`config.mk`:
```
export PLATFORM = sky130hd
export DESIGN_NAME = adc_conv_ctrl
export DESIGN_NICKNAME = d
export VERILOG_FILES = /design/src/rtl/adc_conv_ctrl.sv
export SDC_FILE = /design/constraint.sdc
export NUM_CORES = 1
export LEC_CHECK = 0
export BUFFER_PORTS_ARGS = -buffer_cell sky130_fd_sc_hd__buf_2
export CORE_ASPECT_RATIO = 1.5
export CORE_UTILIZATION = 44
export CTS_BUF_LIST = sky130_fd_sc_hd__clkbuf_4
export DETAILED_ROUTE_END_ITERATION = 10
export PLACE_DENSITY = 0.8
export SYNTH_ARGS = -nofsm -noshare
export SYNTH_HDL_FRONTEND = slang
export SYNTH_SLANG_ARGS = --single-unit
```
`constraint.sdc`:
```
create_clock -name clk -period 1.87 [get_ports clk]
set_input_delay 0.0935 -clock clk [delete_from_list [all_inputs] [get_ports clk]]
set_output_delay 0.0935 -clock clk [all_outputs]
set_load 0.05 [all_outputs]
```
`src/rtl/adc_conv_ctrl.sv`:
```
module adc_conv_ctrl #(
  parameter int DATA_W  = 12,
  parameter int CH_W    = 3,
  parameter int PSC_W   = 8,
  parameter int PSC_RST = 49
) (
  input  logic              clk,
  input  logic              rst_n,
  input  logic              bus_sel,
  input  logic              bus_we,
  input  logic [7:0]        bus_addr,
  input  logic [31:0]       bus_wdata,
  output logic [31:0]       bus_rdata,
  output logic              cnv_clk,
  output logic [CH_W-1:0]   cnv_chan,
  output logic              cnv_start,
  output logic              cnv_standby,
  input  logic              cnv_done,
  input  logic [DATA_W-1:0] cnv_data,
  output logic              irq
);
  localparam logic [7:0] A_CTRL = 8'h00;
  localparam logic [7:0] A_DATA = 8'h0C;
  localparam logic [7:0] A_ICLR = 8'h18;
  localparam logic [7:0] A_CHAN = 8'h1C;
  localparam int B_STBY = 2;
  localparam int B_PSC  = 6;
  localparam int B_PEN  = B_PSC + PSC_W;
  localparam int B_RES  = B_PEN + 2;
  localparam int LO_W   = DATA_W - 2;

  logic              start_q, busy, psc_en, res_hi;
  logic [PSC_W-1:0]  psc_val, div_cnt;
  logic [CH_W-1:0]   chan_sel;
  logic [DATA_W-1:0] data_q, data_mask;

  wire wr      = bus_sel && bus_we;
  wire wr_ctrl = wr && bus_addr == A_CTRL;
  wire wr_chan = wr && bus_addr == A_CHAN;
  wire wr_clr  = wr && bus_addr == A_ICLR && bus_wdata[0];
  wire accept  = wr_ctrl && bus_wdata[0] && !busy && !start_q &&
                 !bus_wdata[B_STBY] && bus_wdata[B_PEN];
  wire capture = busy && cnv_done;
  wire unused_wdata = ^bus_wdata;

  assign data_mask = res_hi ? cnv_data : {2'b00, cnv_data[LO_W-1:0]};

  always_ff @(posedge clk or negedge rst_n) begin
    if (!rst_n) begin
      psc_val     <= PSC_W'(PSC_RST);
      psc_en      <= 1'b1;
      res_hi      <= 1'b0;
      cnv_standby <= 1'b0;
      chan_sel    <= '0;
    end else begin
      if (wr_ctrl) begin
        psc_val     <= bus_wdata[B_PSC +: PSC_W];
        psc_en      <= bus_wdata[B_PEN];
        res_hi      <= bus_wdata[B_RES];
        cnv_standby <= bus_wdata[B_STBY];
      end
      if (wr_chan) chan_sel <= bus_wdata[CH_W-1:0];
    end
  end

  always_ff @(posedge clk or negedge rst_n) begin
    if (!rst_n) begin
      start_q   <= 1'b0;
      busy      <= 1'b0;
      cnv_start <= 1'b0;
      cnv_chan  <= '0;
    end else begin
      cnv_start <= 1'b0;
      if (start_q) begin
        start_q   <= 1'b0;
        busy      <= 1'b1;
        cnv_start <= 1'b1;
        cnv_chan  <= chan_sel;
      end else begin
        if (accept) start_q <= 1'b1;
        if (capture) busy <= 1'b0;
      end
    end
  end

  always_ff @(posedge clk or negedge rst_n) begin
    if (!rst_n) begin
      data_q <= '0;
      irq    <= 1'b0;
    end else begin
      if (capture) data_q <= data_mask;
      if (capture)     irq <= 1'b1;
      else if (wr_clr) irq <= 1'b0;
    end
  end

  always_ff @(posedge clk or negedge rst_n) begin
    if (!rst_n) begin
      div_cnt <= '0;
      cnv_clk <= 1'b0;
    end else if (!psc_en) begin
      div_cnt <= '0;
      cnv_clk <= 1'b0;
    end else if (div_cnt >= psc_val) begin
      div_cnt <= '0;
      cnv_clk <= ~cnv_clk;
    end else begin
      div_cnt <= div_cnt + 1'b1;
    end
  end

  always_comb begin
    bus_rdata = '0;
    case (bus_addr)
      A_CTRL: begin
        bus_rdata[0]              = start_q;
        bus_rdata[B_STBY]         = cnv_standby;
        bus_rdata[B_PSC +: PSC_W] = psc_val;
        bus_rdata[B_PEN]          = psc_en;
        bus_rdata[B_PEN + 1]      = busy;
        bus_rdata[B_RES]          = res_hi;
      end
      A_DATA:  bus_rdata[DATA_W-1:0] = data_q;
      A_CHAN:  bus_rdata[CH_W-1:0]   = chan_sel;
      default: bus_rdata = '0;
    endcase
  end
endmodule

```
# == Word level (Yosys, flattened, before mapping) ==
# Cells that the tools add are included.
# totals
latch_bits,0
ff_bits,42
mem_count,0
ram_bits,0
mem_bits_ro,0
# op_classes
shifts,0
n_mux,18
n_lt_le_gt_ge,1
bitwise,1
div_mod_pow,0
reduce_logical,17
addsub,1
n_eq_ne,4
n_mul,0
# op_table
operator,n
$eq 8x5->1 const B,2
$mux 8,2
$mux 12,1
$pmux 6 s2,1
$logic_and 1x1->1,11
$mux 1,9
$add 8x1->8 const B,1
$eq 8x4->1 const B,1
$ge 8x8->1,1
$logic_not 8->1,1
$pmux 1 s3,2
$mux 5,1
$reduce_bool 2->1,2
$logic_not 1->1,3
$mux 3,1
$ne 2x1->1 const B,1
$pmux 1 s2,1
$not 1->1,1

# == Depth between registers and ports, before layout ==
# Gate-level depths: netlist of run 1.
# depth
depth_word,9
ltp_mapped,6
ltp_nobuf,6

# == Worst setup path after synthesis of run 1 ==
# No wires, ideal clock.
# synth_timing
path_type,input to output
from,in bus_addr[5]
to,out bus_rdata[12]
cell_stages,3
n_path_buf,1
arrival_ns,2.271
setup_slack_ns,-0.494
cell_sequence,or4_1 buf_2 nor4_1
# synth_between
elab_chain_cells,2
# synth_lines
element,line,source
start: declaration,11,"input logic [7:0] bus_addr,"
$logic_not 8->1,114,case (bus_addr)
$mux 5,114,
end: declaration,13,"output logic [31:0] bus_rdata,"
# No other way between the ends.

# == Worst setup path in the final report of run 1 ==
# layout_timing
from,in bus_addr[5]
to,out bus_rdata[0]
# layout_between
elab_chain_cells,2
elab_cells_between_ends,4
classes_between,eq/ne: 2; mux: 1; reduce/logical: 1
# layout_lines
element,line
$eq 8x5->1 (tied with other cells),114
$pmux 1 s3 (*),114
# Mark *: on every way between the ends. The rest lies on a longest branch, timed or not.

==> summary.md, run 1 <==
| Metric | Value |
|---|---|
| Hold WS | 0.0130 ns |
| Clock Latency Late Sink | 0.34 ns |
| Pwr Total | 1.74 mW |
| Worst slew margin | 0.583 |
| Total grt overflow | 0 |
| Register bit total from synthesis | 42 |
| Routed Antenna Nets | 0 |
| Largest net degree at the start of global routing | 29 |
| Chip height | 89.3 um |
| Port bufs | 61 |
| Synth area leaders | dfrtp_1, mux2_2, mux2_4 |
| Fin crit share | 0.968 |
| 1st-iter DRT viols | 16 |
| Number of buffers created by CTS | 5 |
| P_leak | 1.53 nW |
| N_diodes | 0 |
| P_sw | 418 uW |
| Sequential share of the synthesized area | 0.472 |
| Worst vdd ir | 0.000506 V |
| Final setup fails | 0 |
| Max FO, Critical Path | 5 |
| Clock network power share | 0.335 |
| Core Footprint | 0.00485 mm^2 |
| Via count | 1731 |
| Hold Path Class | primary input to flip-flop |
| Most common cell in the netlist | dfrtp_1 |
| Int Pwr | 1.33 mW |
| Post-route DRC violation count | 0 |
| DR pass1 iterations | 4 |
| Max Cap Violations | 0 |
| Asr flop ratio synth | 1.00 |
| CTS tree | yes |
| Sw Share | 0.240 |
| WP data required | 1.78 ns |
| First-pass GRT wire length | 7800 um |
| Clk_skew | 0.00758 ns |
| Num ports | 96 |
| Detailed placement HPWL | 3490 um |
| Synth-to-Final Area Change | 34.4% |
| Power per cell area | 580 mW/mm^2 |
| CTS max path bufs | 2 |
| WS Path Type | primary input to output port |
| CTS Root Cell | clkbuf_4 |
| GPL Wtd Cong | 0.875 |
| CTS sink cnt | 42 |
| Syn Inst Count | 191 |
| Std-Cell Rows | 31 |
| Yosys cell types | 42 |
| Post-route core utilization | 0.620 |
| Avg Vias per Cell | 4.88 |
| Layout fillers | 399 |
| RSZ-0062 raised after global routing | true |
| Initial antenna violation count | 0 |
| Ys Warns | 0 |
| Commonest cells post-synth | dfrtp_1, mux2_2, buf_4, nand2_1, inv_1 |
| Yosys top cell area share | 0.425 |
| Die Area | 0.00538 mm^2 |
| Die Span X | 60.2 um |
| Final Max Slew Viols | 0 |
| Worst-Margin Slew | 0.625 ns |
| Crit end category | output port |
| Startpoint class of the critical path | primary input |
| Setup ws final | 0.0603 ns |
| Sequential share of power | 0.533 |
| Share of layout cells above drive strength 1 | 0.408 |
| Number of flops mapped to enable cells by yosys | 0 |
| Pre-CTS WS | -0.132 ns |
| H-tree depth | 2 |
| Clk slew on worst S/H paths | 0.11 ns |
| Fmax | 0.553 GHz |
| Status | completed |
| Dominant cell type by area after synthesis | dfrtp_1 |
| GRT Util Overall | 0.200 |
| Mapped Area | 0.00224 mm^2 |
| Design Area, Final | 0.00300 mm^2 |
| Arr. time, crit path | 1.72 ns |
| Number of global-route vias before repair | 1728 |
| Primary FF master, synth | dfrtp_1 |
| Combinational fraction of design power | 0.131 |
| Avg WL per Cell | 13.9 um |
| Final worst path period need | 1.81 ns |
| Hold Vio Cnt, Final | 0 |
| Dpl cell area | 0.00261 mm^2 |
| Post-Syn Area per Cell | 11.7 um^2 |
| Net count, final | 354 |
| Final WL | 4940 um |
| Initial Util | 0.461 |
## cells in the final DEF, fill, tap and decap left out, types with 2 or more instances in the layout
master	count
buf_2	53
dfrtp_1	38
dlygate4sd3_1	25
mux2_2	18
conb_1	15
clkbuf_4	14
nand2_1	12
inv_1	11
nor2_1	10
a22o_1	9
mux2_4	9
buf_4	9
ha_1	8
and2_1	7
nand3_1	4
xnor2_1	4
dfstp_2	4
and3_1	3
o21ai_0	3
a21o_1	3
xor2_1	2
nor3_1	2
nor4_1	2
and4_1	2
## logic make-up after synthesis
group           count (synthesis)  synth area share
flops                          42             0.472
other cells                     1           0.00168
mux                            27             0.151
fa+ha+maj                       9            0.0504
compound gates                 23            0.0795
buf+inv                        31            0.0862
simple gates                   52             0.135
xor+xnor                        6            0.0235
## metal layers
| layer | vias up | track usage | part of all wire |
|---|---|---|---|
| met2 | 58 | 0.349 | 0.53 |
| met3 | 12 | 0.0260 | 0.030 |
| met4 | 0 | 0.104 | 0.028 |
| met5 | - | 0 | 0 |
| met1 | 820 | 0.233 | 0.41 |
| li1 | 841 | - | - |
## registers in the layout, summed over array words and instances, names as in the netlist
| signal | count |
|---|---|
| irq | 1 |
| cnv_standby | 1 |
| div_cnt | 8 |
| data_q | 12 |
| chan_sel | 3 |
| psc_en | 1 |
| busy | 1 |
| psc_val | 8 |
| cnv_chan | 3 |
| start_q | 1 |
| cnv_clk | 1 |
| res_hi | 1 |
| cnv_start | 1 |
## through the flow
step,setup TNS [ns],instances
global route,-0.00448,355
floorplan,-0.989,205
CTS,0,354
finish,0,355
detailed placement,-0.855,321
global placement,-0.626,321
## worst paths after layout
path | slack (ns) | start | endpoint | cells past startpoint
max in group asynchronous | 0.92 | rst_n | psc_val[4] | 3
worst max-delay path | 0.06 | bus_addr[5] | bus_rdata[0] | 7
min in group asynchronous | 0.30 | rst_n | chan_sel[1] | 2
worst min register to register | 0.49 | data_q[10] | data_q[10] | 2
worst min-delay path | 0.01 | bus_wdata[2] | cnv_standby | 2
worst max register to register | 0.07 | psc_val[0] | cnv_clk | 5
## power by group through the flow
stage	combinational, mW	clock [mW]	sequential [mW]
3_5_place_dp	0.184	0	0.946
2_1_floorplan	0.125	0	0.951
5_1_grt	0.251	0.640	0.932
3_3_place_gp	0.182	0	0.946
6_report	0.229	0.585	0.929
4_1_cts	0.225	0.606	0.929
## cell type report
cell class | count | area (um^2) | area share
Inverter | 11 | 41.3 | 0.0137
Clock inverter | 1 | 30.0 | 0.0100
Timing Repair Buffer | 96 | 667 | 0.222
Multi-Input combinational cell | 132 | 1070 | 0.358
Clock buffer | 7 | 52.6 | 0.0175
Tap cell | 66 | 82.6 | 0.0275
Sequential cell | 42 | 1060 | 0.352
## critical path, stage by stage
cell and delay [ns]:
buf_2 0.09, or4_4 0.59, buf_4 0.17, nor3_1 0.19
and2_1 0.21, a21o_1 0.13, clkbuf_4 0.23
## what timing repair did
| action | 4_1_cts | 5_1_grt |
|---|---|---|
| setup buffers | 0 | 0 |
| pin swaps | 1 | 1 |
| gates resized for setup | 3 | 11 |
| endpoints found under the setup margin | 8 | 9 |
| hold buffers | 25 | 0 |
| gates cloned | 0 | 1 |
| endpoints found under the hold margin | 49 | 0 |
(Power assumes the default switching activity.)
==> run 2: changes to the inputs <==
CORE_UTILIZATION = 45   (was 44)
PLACE_DENSITY = 0.78   (was 0.8)
clock period = 2.2 ns   (was 1.87 ns; I/O delays follow)
==> summary.md, run 2 (synthesis gave the netlist of run 1 again) <==
| Metric | Value |
|---|---|
| Post-route core utilization | 0.587 (-0.0325) |
| Share of layout cells above drive strength 1 | 0.376 (-0.0320) |
| GPL Wtd Cong | 0.772 (-12%) |
| Post-route DRC violation count | 0 (unchanged) |
| WS Path Type | flip-flop to flip-flop |
| Power per cell area | 478 mW/mm^2 (-18%) |
| Final WL | 4750 um (-3.8%) |
| Synth-to-Final Area Change | 26.3% |
| CTS max path bufs | 2 (unchanged) |
| Worst-Margin Slew | 0.920 ns (+0.295 ns) |
| P_leak | 1.46 nW (-4.4%) |
| Routed Antenna Nets | 0 (unchanged) |
| Number of buffers created by CTS | 5 (unchanged) |
| Max Cap Violations | 0 (unchanged) |
| Final worst path period need | 2.00 ns |
| Biggest register | data_q |
| Layout fillers | 412 (+3.3%) |
| Initial Util | 0.465 (+0.00372) |
| Status | completed |
| Core Footprint | 0.00481 mm^2 (-0.80%) |
| CTS sink cnt | 42 (unchanged) |
| Detailed placement HPWL | 3380 um (-3.3%) |
| Hold Vio Cnt, Final | 0 (unchanged) |
| Dpl cell area | 0.00254 mm^2 (-2.5%) |
| Number of global-route vias before repair | 1727 (-0.058%) |
| Crit end category | flip-flop |
| Total grt overflow | 0 (unchanged) |
| Fin crit share | 0.910 |
| GRT Util Overall | 0.201 (+0.00127) |
| Largest net degree at the start of global routing | 43 (+48%) |
| Fmax | 0.500 GHz |
| Most frequent cells in the layout | buf_2, dfrtp_1, dlygate4sd3_1, mux2_2, conb_1 |
| Pre-CTS WS | 0.221 ns (+0.353 ns) |
| Startpoint class of the critical path | flip-flop |
| Clk slew on worst S/H paths | 0.13 ns (+0.02 ns) |
| Initial antenna violation count | 0 (unchanged) |
| RSZ-0062 raised after global routing | false |
| Via count | 1695 (-2.1%) |
| Net count, final | 344 (-2.8%) |
| DR pass1 iterations | 4 (unchanged) |
| First-pass GRT wire length | 7800 um (unchanged) |
| Die Area | 0.00526 mm^2 (-2.2%) |
| Setup ws final | 0.198 ns (+0.138 ns) |
| Worst slew margin | 0.386 (-0.197) |
| Largest registers | data_q: 12 flops, div_cnt: 8 flops, psc_val: 8 flops |
| Final setup fails | 0 (unchanged) |
| CTS tree | yes |
| Hold-fix buffer count after cts | 22 (-12%) |
| Avg WL per Cell | 13.8 um (-1.1%) |
| Flip-flop count of the largest register after layout | 12 (unchanged) |
| Chip height | 88.3 um (-1.1%) |
| Avg Vias per Cell | 4.91 (+0.76%) |
| Hold WS | 0.0274 ns (+0.0143 ns) |
| N_diodes | 0 (unchanged) |
| Std-Cell Rows | 31 (unchanged) |
| Post-cts resize count | 0 (-3) |
| Fin Setup TNS | 0 ns (unchanged) |
| Hold Path Class | primary input to flip-flop |
| Die Span X | 59.6 um (-1.1%) |
| 1st-iter DRT viols | 18 (+2) |
| H-tree depth | 2 (unchanged) |
| Worst vdd ir | 0.000467 V (-7.8%) |
| WP data required | 2.43 ns (+0.65 ns) |
| Setup bufs post-CTS | 0 (unchanged) |
| Final Max Slew Viols | 0 (unchanged) |
| Num ports | 96 (unchanged) |
| Design Area, Final | 0.00282 mm^2 (-6.0%) |
| Arr. time, crit path | 2.23 ns (+0.51 ns) |
| Commonest non-fill, non-tap cell in the layout | buf_2 |
| Max FO, Critical Path | 3 (-2) |
| Clock Latency Late Sink | 0.35 ns (about the same) |
| CTS Root Cell | clkbuf_4 |
| Port bufs | 61 (unchanged) |
| Clk_skew | 0.0109 ns (+0.00328 ns) |
[run 2: critical path, cell delays in order (launching register included)]
cell and delay (ns):
dfstp_2 0.57, ha_1 0.23, or3b_2 0.46, a221o_1 0.31
a31oi_1 0.20, o211ai_1 0.11
[run 2: path summary, 6_finish.rpt]
check	startpoint	to	slack, ns	cells after the start
min reg2reg	data_q[11]	data_q[11]	0.50	2
min	bus_wdata[2]	cnv_standby	0.03	2
max	psc_val[0]	cnv_clk	0.20	5
max reg2reg	psc_val[0]	cnv_clk	0.20	5
min in group asynchronous	rst_n	div_cnt[4]	0.45	2
max in group asynchronous	rst_n	data_q[8]	1.18	2
[run 2: where the power goes]
part	leakage (nW)	total (mW)	internal [mW]	switching, mW
registers	0.571	0.790	0.783	0.00740
clock network	0.0331	0.376	0.133	0.243
logic	0.856	0.184	0.0700	0.114
total	1.46	1.35	0.985	0.364
[run 2: area by class of cell]
type                            instances  area [um^2]  share of cell area
Sequential cell                        42         1060               0.374
Timing Repair Buffer                   86          551               0.195
Clock inverter                          2         8.76             0.00310
Inverter                               11         41.3              0.0146
Tap cell                               66         82.6              0.0292
Clock buffer                            6         45.0              0.0160
Multi-Input combinational cell        132         1040               0.368
[run 2: metrics by stage]
| stage | power (mW) | cells |
|---|---|---|
| finish | 1.35 | 345 |
| global route | 1.41 | 345 |
| CTS | 1.36 | 344 |
| detailed placement | 0.956 | 314 |
| global placement | 0.952 | 314 |
| floorplan | 0.914 | 205 |
[run 2: layer usage]
metal	global-route usage	vias up	wire length [um]
met4	0.101	0	125
met3	0.0380	9	213
li1	-	817	-
met5	0	-	0
met2	0.337	60	2470
met1	0.244	809	1940
